## config.mk

```make
export PLATFORM = sky130hd
export DESIGN_NAME = spi_tgt
export DESIGN_NICKNAME = d
export VERILOG_FILES = /design/src/rtl/spi_tgt_pkg.sv /design/src/rtl/spi_tgt_sync.sv /design/src/rtl/spi_tgt_shift.sv /design/src/rtl/spi_tgt_flags.sv /design/src/rtl/spi_tgt.sv
export SDC_FILE = /design/constraint.sdc
export NUM_CORES = 1
export LEC_CHECK = 0
export BUFFER_PORTS_ARGS = -buffer_cell sky130_fd_sc_hd__buf_2
export CORE_AREA = 5 5 66 68
export CTS_BUF_LIST = sky130_fd_sc_hd__clkbuf_8
export DETAILED_ROUTE_END_ITERATION = 7
export DIE_AREA = 0 0 71 73
export PLACE_DENSITY = 0.76
export SLEW_MARGIN = 20
export SYNTH_ARGS = -nofsm -noshare
export SYNTH_HDL_FRONTEND = slang
export SYNTH_SLANG_ARGS = --single-unit
```

## constraint.sdc

```tcl
create_clock -name clk -period 2.21 [get_ports clk]
set_input_delay 0.221 -clock clk [delete_from_list [all_inputs] [get_ports clk]]
set_output_delay 0.221 -clock clk [all_outputs]
set_load 0.01 [all_outputs]
```

## src/rtl/spi_tgt_pkg.sv

```systemverilog
package spi_tgt_pkg;

  typedef enum logic [1:0] {
    ADDR_DATA = 2'd0,
    ADDR_STAT = 2'd1,
    ADDR_CTRL = 2'd2
  } addr_e;

  // control layout, low bits first: idle level, phase, enable, select, rate
  typedef struct packed {
    logic [1:0] rate;
    logic       irq_sel;
    logic       irq_en;
    logic       cpha;
    logic       cpol;
  } ctrl_t;

  localparam int CTRL_W = $bits(ctrl_t);

  // first clock edge of a bit period, given the idle level
  function automatic logic lead_edge(input logic cpol, input logic rise, input logic fall);
    return cpol ? fall : rise;
  endfunction

  // second clock edge of a bit period
  function automatic logic trail_edge(input logic cpol, input logic rise, input logic fall);
    return cpol ? rise : fall;
  endfunction

endpackage

```

## src/rtl/spi_tgt_sync.sv

```systemverilog
module spi_tgt_sync #(
  parameter int   STAGES = 2,
  parameter logic RST_VAL = 1'b0
) (
  input  logic clk,
  input  logic rst_n,
  input  logic din,
  output logic q
);
  logic [STAGES-1:0] chain;

  always_ff @(posedge clk or negedge rst_n) begin
    if (!rst_n) chain <= {STAGES{RST_VAL}};
    else        chain <= {chain[STAGES-2:0], din};
  end

  assign q = chain[STAGES-1];
endmodule

```

## src/rtl/spi_tgt_shift.sv

```systemverilog
module spi_tgt_shift
  import spi_tgt_pkg::*;
#(
  parameter int W = 8
) (
  input  logic         clk,
  input  logic         rst_n,
  input  logic         ss_act,
  input  logic         ss_start,
  input  logic         sck_rise,
  input  logic         sck_fall,
  input  logic         mosi_s,
  input  logic         cpol,
  input  logic         cpha,
  input  logic         load_en,
  input  logic [W-1:0] load_data,
  output logic         miso,
  output logic         busy,
  output logic         done_pulse,
  output logic [W-1:0] rx_next
);
  localparam int CW = (W > 1) ? $clog2(W) : 1;
  localparam logic [CW-1:0] LAST = CW'(W - 1);

  logic [W-1:0]  tx_q, rx_q;
  logic [CW-1:0] cnt_q;
  logic          mid_q;

  logic lead_evt, trail_evt, smp_evt, drv_evt;
  assign lead_evt  = ss_act && lead_edge(cpol, sck_rise, sck_fall);
  assign trail_evt = ss_act && trail_edge(cpol, sck_rise, sck_fall);
  assign smp_evt   = cpha ? trail_evt : lead_evt;
  assign drv_evt   = cpha ? lead_evt : (ss_start || trail_evt);

  assign rx_next    = {rx_q[W-2:0], mosi_s};
  assign done_pulse = smp_evt && (cnt_q == LAST);
  assign busy       = ss_act && (!cpha || mid_q || (cnt_q != '0));

  always_ff @(posedge clk or negedge rst_n) begin
    if (!rst_n) begin
      tx_q  <= '0;
      rx_q  <= '0;
      cnt_q <= '0;
      mid_q <= 1'b0;
      miso  <= 1'b0;
    end else begin
      if (drv_evt) miso <= tx_q[W-1];
      if (load_en)      tx_q <= load_data;
      else if (drv_evt) tx_q <= {tx_q[W-2:0], 1'b0};
      if (!ss_act) begin
        cnt_q <= '0;
        mid_q <= 1'b0;
      end else begin
        if (lead_evt)       mid_q <= 1'b1;
        else if (trail_evt) mid_q <= 1'b0;
        if (smp_evt) begin
          rx_q  <= rx_next;
          cnt_q <= done_pulse ? '0 : cnt_q + 1'b1;
        end
      end
    end
  end

  // deselect always restarts the bit count
  p_cnt_idle_r9: assert property (@(posedge clk) disable iff (!rst_n)
    !ss_act |=> (cnt_q == '0));

  // a completion only comes from the final capture of a byte
  p_done_last_r3: assert property (@(posedge clk) disable iff (!rst_n)
    done_pulse |=> (cnt_q == '0));
endmodule

```

## src/rtl/spi_tgt_flags.sv

```systemverilog
module spi_tgt_flags #(
  parameter int W = 8
) (
  input  logic         clk,
  input  logic         rst_n,
  input  logic         done_pulse,
  input  logic [W-1:0] rx_next,
  input  logic         stat_rd,
  input  logic         data_rd,
  input  logic         data_wr,
  input  logic         busy,
  input  logic         irq_en,
  input  logic         irq_sel,
  output logic         done,
  output logic         ovr,
  output logic         wcol,
  output logic         armed,
  output logic         wr_ok,
  output logic [W-1:0] rbuf,
  output logic         irq
);
  logic clr_evt, wr_blocked, ovr_set, wcol_set, any_flag;

  assign any_flag   = done || ovr || wcol;
  assign clr_evt    = data_rd && armed;
  assign wr_blocked = done && !armed;
  assign wr_ok      = data_wr && !wr_blocked && !busy;
  assign wcol_set   = data_wr && !wr_blocked && busy;
  assign ovr_set    = done_pulse && done && !clr_evt;
  assign irq        = done && irq_en && irq_sel;

  always_ff @(posedge clk or negedge rst_n) begin
    if (!rst_n) begin
      done  <= 1'b0;
      ovr   <= 1'b0;
      wcol  <= 1'b0;
      armed <= 1'b0;
      rbuf  <= '0;
    end else begin
      if (done_pulse)   done <= 1'b1;
      else if (clr_evt) done <= 1'b0;
      if (ovr_set)      ovr <= 1'b1;
      else if (clr_evt) ovr <= 1'b0;
      if (wcol_set)     wcol <= 1'b1;
      else if (clr_evt) wcol <= 1'b0;
      if (clr_evt)                  armed <= 1'b0;
      else if (stat_rd && any_flag) armed <= 1'b1;
      if (done_pulse && !ovr_set) rbuf <= rx_next;
    end
  end

  // flag stays up until the two-step retire completes
  p_done_hold_r5: assert property (@(posedge clk) disable iff (!rst_n)
    (done && !clr_evt) |=> done);

  p_fall_needs_arm_r5: assert property (@(posedge clk) disable iff (!rst_n)
    $fell(done) |-> $past(armed && data_rd));

  // overrun keeps the older byte
  p_ovr_keep_r7: assert property (@(posedge clk) disable iff (!rst_n)
    ovr_set |=> $stable(rbuf));

  // collision only from a write during a byte
  p_wcol_src_r8: assert property (@(posedge clk) disable iff (!rst_n)
    $rose(wcol) |-> $past(data_wr && busy));

  // no write reaches the shifter while blocked
  p_no_blocked_wr_r6: assert property (@(posedge clk) disable iff (!rst_n)
    (done && !armed) |-> !wr_ok);
endmodule

```

## src/rtl/spi_tgt.sv

```systemverilog
module spi_tgt
  import spi_tgt_pkg::*;
#(
  parameter int W      = 8,
  parameter int STAGES = 2
) (
  input  logic         clk,
  input  logic         rst_n,
  input  logic [1:0]   bus_addr,
  input  logic         bus_wr,
  input  logic         bus_rd,
  input  logic [W-1:0] bus_wdata,
  output logic [W-1:0] bus_rdata,
  input  logic         sck,
  input  logic         ss_n,
  input  logic         mosi,
  output logic         miso,
  output logic         irq
);
  localparam int NPIN = 3;
  localparam logic [NPIN-1:0] PIN_RST = 3'b010;

  // pin order: 0 data in, 1 select, 2 clock
  logic [NPIN-1:0] pin_raw, pin_s;
  assign pin_raw = {sck, ss_n, mosi};

  for (genvar i = 0; i < NPIN; i++) begin : g_sync
    spi_tgt_sync #(.STAGES(STAGES), .RST_VAL(PIN_RST[i])) u_sync (
      .clk(clk), .rst_n(rst_n), .din(pin_raw[i]), .q(pin_s[i])
    );
  end

  logic sck_d, ss_d;
  always_ff @(posedge clk or negedge rst_n) begin
    if (!rst_n) begin
      sck_d <= 1'b0;
      ss_d  <= 1'b1;
    end else begin
      sck_d <= pin_s[2];
      ss_d  <= pin_s[1];
    end
  end

  logic sck_rise, sck_fall, ss_start, ss_act;
  assign sck_rise = pin_s[2] && !sck_d;
  assign sck_fall = !pin_s[2] && sck_d;
  assign ss_start = !pin_s[1] && ss_d;
  assign ss_act   = !pin_s[1];

  ctrl_t ctrl_q;
  logic data_wr, data_rd, stat_rd, ctrl_wr;
  assign data_wr = bus_wr && (bus_addr == ADDR_DATA);
  assign ctrl_wr = bus_wr && (bus_addr == ADDR_CTRL);
  assign data_rd = bus_rd && (bus_addr == ADDR_DATA);
  assign stat_rd = bus_rd && (bus_addr == ADDR_STAT);

  always_ff @(posedge clk or negedge rst_n) begin
    if (!rst_n)       ctrl_q <= '0;
    else if (ctrl_wr) ctrl_q <= ctrl_t'(bus_wdata[CTRL_W-1:0]);
  end

  logic         busy, done_pulse, wr_ok, done, ovr, wcol, armed;
  logic [W-1:0] rx_next, rbuf;

  spi_tgt_shift #(.W(W)) u_shift (
    .clk(clk), .rst_n(rst_n), .ss_act(ss_act), .ss_start(ss_start),
    .sck_rise(sck_rise), .sck_fall(sck_fall), .mosi_s(pin_s[0]),
    .cpol(ctrl_q.cpol), .cpha(ctrl_q.cpha),
    .load_en(wr_ok), .load_data(bus_wdata),
    .miso(miso), .busy(busy), .done_pulse(done_pulse), .rx_next(rx_next)
  );

  spi_tgt_flags #(.W(W)) u_flags (
    .clk(clk), .rst_n(rst_n), .done_pulse(done_pulse), .rx_next(rx_next),
    .stat_rd(stat_rd), .data_rd(data_rd), .data_wr(data_wr), .busy(busy),
    .irq_en(ctrl_q.irq_en), .irq_sel(ctrl_q.irq_sel),
    .done(done), .ovr(ovr), .wcol(wcol), .armed(armed), .wr_ok(wr_ok),
    .rbuf(rbuf), .irq(irq)
  );

  function automatic logic [W-1:0] read_mux(input logic [1:0] a, input logic [W-1:0] buf_v,
                                             input logic [2:0] flags, input ctrl_t c);
    case (a)
      ADDR_DATA: return buf_v;
      ADDR_STAT: return W'(flags);
      ADDR_CTRL: return W'(c);
      default:   return '0;
    endcase
  endfunction

  assign bus_rdata = read_mux(bus_addr, rbuf, {wcol, ovr, done}, ctrl_q);

  // a completion never arrives from a deselected port
  p_done_selected_r9: assert property (@(posedge clk) disable iff (!rst_n)
    done_pulse |-> ss_act);
endmodule

```

==> out/metrics.csv, run 1 <==
metric,value,unit
hold_path.class,in2reg,
dieArea,0.005183,mm²
drive_above_1_share,0.3318,
r2r_start,g_sync[2].u_sync.chain[1],
ys_top_cells_by_area,"dfrtp_1, mux2_2, nand2_1, dfstp_2, mux2i_1",
power_frac_seq,0.556,
antenna_found_initial,0,
synth_area,0.002086,mm²
fin_nets,230,
cts_buffers,5,
portBuffers,26,
finalCritPeriodShare,0.8538,
antenna_left,0,
ys_seq_area_frac,0.5537,
worst_pin_slew,0.6295,ns
clk_path_buf_depth,2,
fin_setup_tns,0,ns
drc,0,
slew_headroom,0.5803,
ios,27,
rows,23,
busiest_layer,met2,
criticalPathCategory,reg2reg,
power.switching,0.5824,mW
cts.root.buffer_cell,clkbuf_8,
p_sw_frac,0.2848,
drv_slew,0,
synth_nets,194,
ys_ff_latch,46,
skew,0.007685,ns
avgSynthCellArea,11.99,µm²
grt_max_degree,29,
critPathMaxFanout,8,
cts_tree,yes,
core,0.003799,mm²
viasPerCell,5.640,
clkPwrFrac,0.251,
grt_pass1_wl,7.162,mm
setup_viol,0,
grt.met3_usage,0.05647,
p_int,1.463,mW
clkLatencyLatePin,0.30,ns
max-vdd-ir-drop,464.7,µV
grt_pass1_vias,1555,
clock_sinks,46,
worstPathRequired,2.39,ns
postSynthCellCount,174,
synth-warning-count,0,
dp.final_hpwl,3.128,mm
power.density,852.1,mW/mm²
yosysUniqueCellTypes,41,
via_count,1472,
synth_largest_area_cell,dfrtp_1,
max_freq,0.5300,GHz
first_pass_iters,5,
outcome,"complete, no violations",
finalWeightedCongestion,0.8209,
max-cap-violations,0,
synth.top_cell.area_share,0.5159,
initial_core_util,0.5491,
layout_min_cycle_time,1.887,ns
clkTransAtPathRegs,0.08,ns
drt_iter0_drc,86,
min_from,ss_n,
ctsHtreeMaxLevel,2,
die_w,71,µm
syn_to_final_growth,15.06,%
hold_viol,0,
die_h,73,µm
cts_setup_buffers,0,
leakagePower,1.135,nW
wl_per_cell,16.36,µm
routed_wl,4.269,mm
rsz0062_at_grt,no,
crit_arrival,2.07,ns
critPathLaunchType,flip-flop,
comb_power_share,0.193,
whs,0.01993,ns
grtUsageMet2,0.3018,
track_usage,0.1804,
grt_overflow,0,
antennaDiodeCount,0,
fillers,321,
cp-startpoint,g_sync[2].u_sync.chain[1],
grt_use_met1,0.2160,
worstSetupEndpointType,flip-flop,
## worst paths after layout
check / end / slack, ns / depth (start not counted)
setup / recovery: u_flags.rbuf[0] / 0.32 / 5
hold / removal: g_sync[1].u_sync.chain[0] / 0.02 / 1
setup reg to reg: u_flags.rbuf[0] / 0.32 / 5
hold reg to reg: g_sync[1].u_sync.chain[1] / 0.36 / 0
max in group asynchronous: ss_d / 1.05 / 3
min in group asynchronous: u_shift.rx_q[6] / 0.47 / 2
## power by group through the flow
| stage | Clock [mW] | Sequential (mW) | Combinational (mW) |
|---|---|---|---|
| after floorplan | 0 | 1.11 | 0.289 |
| after global placement | 0 | 1.13 | 0.374 |
| after detailed placement | 0 | 1.15 | 0.397 |
| after CTS | 0.522 | 1.14 | 0.402 |
| after global routing | 0.565 | 1.16 | 0.440 |
| final | 0.513 | 1.14 | 0.395 |
## metal layers
metal	up-vias	routed length (µm)
met1	740	1809
met4	0	64
met2	33	2228
met5	-	0
met3	7	166
li1	692	-
## area by class of cell
class / count / area (µm²) / share of cell area
flip-flops and latches: 46 / 1155 / 0.4812
multi-input cells: 120 / 888.4 / 0.3702
repair buffers: 34 / 192.7 / 0.08029
clock buffers: 6 / 82.58 / 0.03441
well taps: 50 / 62.56 / 0.02607
inverters: 3 / 11.26 / 0.004692
clock inverters: 2 / 7.507 / 0.003128
## through the flow
| step | total power [mW] | cells | util | setup WS (ns) | instance area [µm²] |
|---|---|---|---|---|---|
| 3_5_place_dp | 1.547 | 252 | 0.6054 | 0.3165 | 2300 |
| 2_1_floorplan | 1.395 | 174 | - | 0.3699 | 2086 |
| 4_1_cts | 2.059 | 261 | 0.6318 | 0.3091 | 2400 |
| 5_1_grt | 2.164 | 261 | 0.6318 | 0.1752 | 2400 |
| 6_report | 2.045 | 261 | 0.6318 | 0.3232 | 2400 |
| 3_3_place_gp | 1.507 | 252 | 0.6054 | 0.3951 | 2300 |
## worst max-delay path, stage by stage (launching register included)
cell       delay [ns]
dfrtp_1          0.43
nor2b_1          0.25
mux2i_2          0.19
a2111oi_4        0.33
buf_4            0.22
mux2_2           0.35
## flip-flops by register name, summed over array words and instances, names as in the netlist, 3 cells and up
| register | cells |
|---|---|
| u_shift.tx_q | 8 |
| g_sync.u_sync.chain | 6 |
| u_shift.cnt_q | 3 |
| u_flags.rbuf | 8 |
| u_shift.rx_q | 7 |
| ctrl_q | 6 |
## cell families (layout without fill, tap and decap cells)
family | count (synthesis) | in the layout | share of synthesized area
compound gates | 24 | 24 | 0.09298
xor+xnor | 1 | 1 | 0.004200
fa+ha+maj | 3 | 3 | 0.01800
buf+inv | 8 | 45 | 0.02040
flops | 46 | 46 | 0.5537
mux | 30 | 30 | 0.1590
simple gates | 62 | 62 | 0.1518
## synth_stat cells
master / number
nand3_1: 2
o21ai_0: 5
nor2_2: 2
a21o_1: 1
o31ai_1: 1
nand4_1: 7
buf_4: 1
buf_2: 1
o2111a_1: 1
nor3_1: 1
a2111oi_4: 1
nand2b_1: 3
clkbuf_1: 2
inv_1: 3
nor4bb_1: 1
and2b_1: 1
a32o_1: 1
or2_2: 1
o2111ai_1: 1
or3_1: 1
nor2b_1: 3
nor2_1: 8
and3_1: 1
xnor2_1: 1
dfrtp_1: 43
nor3b_1: 1
o211ai_1: 7
a21oi_1: 3
nand3b_1: 1
dfstp_2: 3
mux2i_1: 7
o21ai_1: 1
buf_6: 1
o221ai_2: 1
and3b_1: 1
nand2_1: 23
mux2i_2: 1
ha_1: 3
and2_1: 5
o22a_1: 1
mux2_2: 22
## cells in the final DEF, fill, tap and decap left out, types with 2 or more instances in the layout
cell      netlist  routed
o21ai_0         5       5
nand2_1        23      23
and2_1          5       5
buf_2           1      26
nor2_2          2       2
buf_4           1       7
nand2b_1        3       3
a21oi_1         3       3
nor2b_1         3       3
mux2_2         22      22
nand4_1         7       7
nand3_1         2       2
o211ai_1        7       7
nor2_1          8       8
ha_1            3       3
dfrtp_1        43      43
mux2i_1         7       7
clkbuf_8        0       6
inv_1           3       5
dfstp_2         3       3
## what timing repair did
action,CTS,global route
gates resized for setup,0,0
hold endpoints to repair,26,0
hold buffers,1,0
Power figures use the tool's default switching activity.
==> inputs of run 2 (changes only) <==
CORE_AREA = 5 5 84 86   (was 5 5 66 68)
DIE_AREA = 0 0 89 91   (was 0 0 71 73)
PLACE_DENSITY = 0.48   (was 0.76)
==> run 2 against run 1 <==
  * Worst hold slack worse by 0.0036 ns
  * Global-route usage shrank 6.2 points
  * Maximum frequency increased by 0.76%
  * Clock power up 8.2%
  * Power increased by 2.0%
  * Via count decreased by 2.5%
  * Final cell count grew 11%
  * Sequential power about the same
  * Count of clock-buffer cells in the layout down 1
  * Wire length up 0.66%
  * First-iteration DRC count is 30% lower
  * Largest cell class unchanged
==> out/metrics.csv, run 2 (synthesis results as in run 1) <==
metric,value,unit,change
grt_max_degree,46,,+59%
clkTransAtPathRegs,0.10,ns,+0.02 ns
skew,0.006050,ns,-0.001635 ns
finalWeightedCongestion,0.7292,,-11%
dieArea,0.008099,mm²,+56%
final_common_cell,dfrtp_1,,
grt_overflow,0,,unchanged
max-cap-violations,0,,unchanged
fin_nets,233,,+1.3%
hold_viol,0,,unchanged
criticalPathCategory,reg2reg,,
drv_slew,0,,unchanged
finalCritPeriodShare,0.8474,,-0.006406
syn_to_final_growth,18.84,%,
ios,27,,unchanged
first_pass_iters,4,,-1
hold_path.class,in2reg,,
setup_viol,0,,unchanged
critPathMaxFanout,8,,unchanged
antenna_found_initial,0,,unchanged
rsz0062_at_grt,no,,
track_usage,0.1187,,-0.06176
critPathLaunchType,flip-flop,,
path_cells,xnor2_1 > mux2i_2 > a2111oi_4 > buf_4 > mux2_2,,
cts_resized,0,,unchanged
crit_slowest_cell,dfrtp_1,,
outcome,"complete, no violations",,
cts_buffers,5,,unchanged
whs,0.01629,ns,-0.003642 ns
drt_iter0_drc,60,,-30%
reg_top3,"u_flags.rbuf: 8 flops, u_shift.tx_q: 8 flops, u_shift.rx_q: 7 flops",,
cts.root.buffer_cell,clkbuf_8,,
slowest_delay,0.46,ns,+0.03 ns
worstPathRequired,2.41,ns,+0.02 ns
initial_core_util,0.3362,,-0.2129
viasPerCell,4.931,,-13%
wl_per_cell,14.77,µm,-9.7%
rows,29,,+26%
routed_wl,4.297,mm,+0.66%
die_h,91,µm,+25%
max-vdd-ir-drop,457.0,µV,-1.6%
leakagePower,1.148,nW,+1.2%
clock_sinks,46,,unchanged
dp.final_hpwl,3.136,mm,+0.27%
layout_min_cycle_time,1.873,ns,-0.01416 ns
antenna_left,0,,unchanged
antennaDiodeCount,0,,unchanged
core,0.006205,mm²,+63%
worst_pin_slew,0.5368,ns,-0.09265 ns
cts_tree,yes,,
fin_setup_tns,0,ns,unchanged
slew_headroom,0.6372,,+0.05689
clk_path_buf_depth,2,,unchanged
final_cell_mix,"dfrtp_1, buf_2, nand2_1",,
ctsHtreeMaxLevel,2,,unchanged
portBuffers,26,,unchanged
max_freq,0.5340,GHz,+0.76%
clkLatencyLatePin,0.31,ns,about the same
crit_arrival,2.08,ns,about the same
grt_pass1_wl,7.521,mm,+5.0%
worstSetupEndpointType,flip-flop,,
drc,0,,unchanged
power.density,841.3,mW/mm²,-1.3%
grt_pass1_vias,1542,,-0.84%
die_w,89,µm,+25%
via_count,1435,,-2.5%
drive_above_1_share,0.3411,,+0.009368
## run 2: cell types whose count changed in the layout (fill, tap and decap cells not counted)
cell | before | now
buf_12 | 0 | 1
inv_1 | 5 | 3
clkbuf_8 | 6 | 5
dlygate4sd3_1 | 1 | 3
inv_6 | 0 | 3
## run 2: metal layers
metal  global-route usage  wire length (µm)  vias to the layer above
li1                     -                 -                      696
met1               0.1599              1973                      708
met2               0.1838              2087                       26
met3              0.02896               163                        5
met4              0.04467                72                        0
met5                    0                 0                        -
## run 2: worst paths after layout
path                                      startpoint                   endpoint  slack [ns]  cells past startpoint
min in group asynchronous                      rst_n  g_sync[0].u_sync.chain[0]        0.22                      2
setup / recovery                           ctrl_q[0]            u_flags.rbuf[4]        0.34                      5
setup reg to reg                           ctrl_q[0]            u_flags.rbuf[4]        0.34                      5
hold / removal                                   sck  g_sync[2].u_sync.chain[0]        0.02                      1
max in group asynchronous                      rst_n                       ss_d        1.50                      3
hold reg to reg            g_sync[1].u_sync.chain[0]  g_sync[1].u_sync.chain[1]        0.36                      0
## run 2: power breakdown
part / switching (mW) / internal (mW) / leakage [nW] / total [mW]
Combinational: 0.186 / 0.213 / 0.516 / 0.399
Clock: 0.320 / 0.235 / 0.0495 / 0.555
Sequential: 0.120 / 1.01 / 0.582 / 1.13
Total: 0.627 / 1.46 / 1.15 / 2.09
## run 2: area by class of cell
type,count,area [µm²]
clock buffers,5,68.82
clock inverters,3,26.28
fillers,609,3726
inverters,3,11.26
multi-input cells,120,888.4
flip-flops and latches,46,1155
well taps,77,96.34
repair buffers,37,232.7
## run 2: per-stage QoR
stage | setup slack (ns) | power (mW) | cell area, µm² | instances | utilization
2_1_floorplan | 0.3699 | 1.395 | 2086 | 174 | -
3_3_place_gp | 0.3704 | 1.529 | 2354 | 280 | 0.3793
3_5_place_dp | 0.3159 | 1.552 | 2354 | 280 | 0.3793
4_1_cts | 0.3054 | 2.113 | 2479 | 291 | 0.3995
5_1_grt | 0.05690 | 2.205 | 2479 | 291 | 0.3995
6_report | 0.3373 | 2.085 | 2479 | 291 | 0.3995
## run 2: what timing repair did
item                                   in CTS  in global routing
hold buffers                                3                  0
endpoints found under the hold margin      45                  0
setup buffers                               0                  0
## run 2: critical path, delay by kind of cell (launching register included)
kind | cells | cell delay [ns]
buf+inv | 1 | 0.22
flops | 1 | 0.46
mux | 2 | 0.58
compound gates | 1 | 0.33
xor+xnor | 1 | 0.18
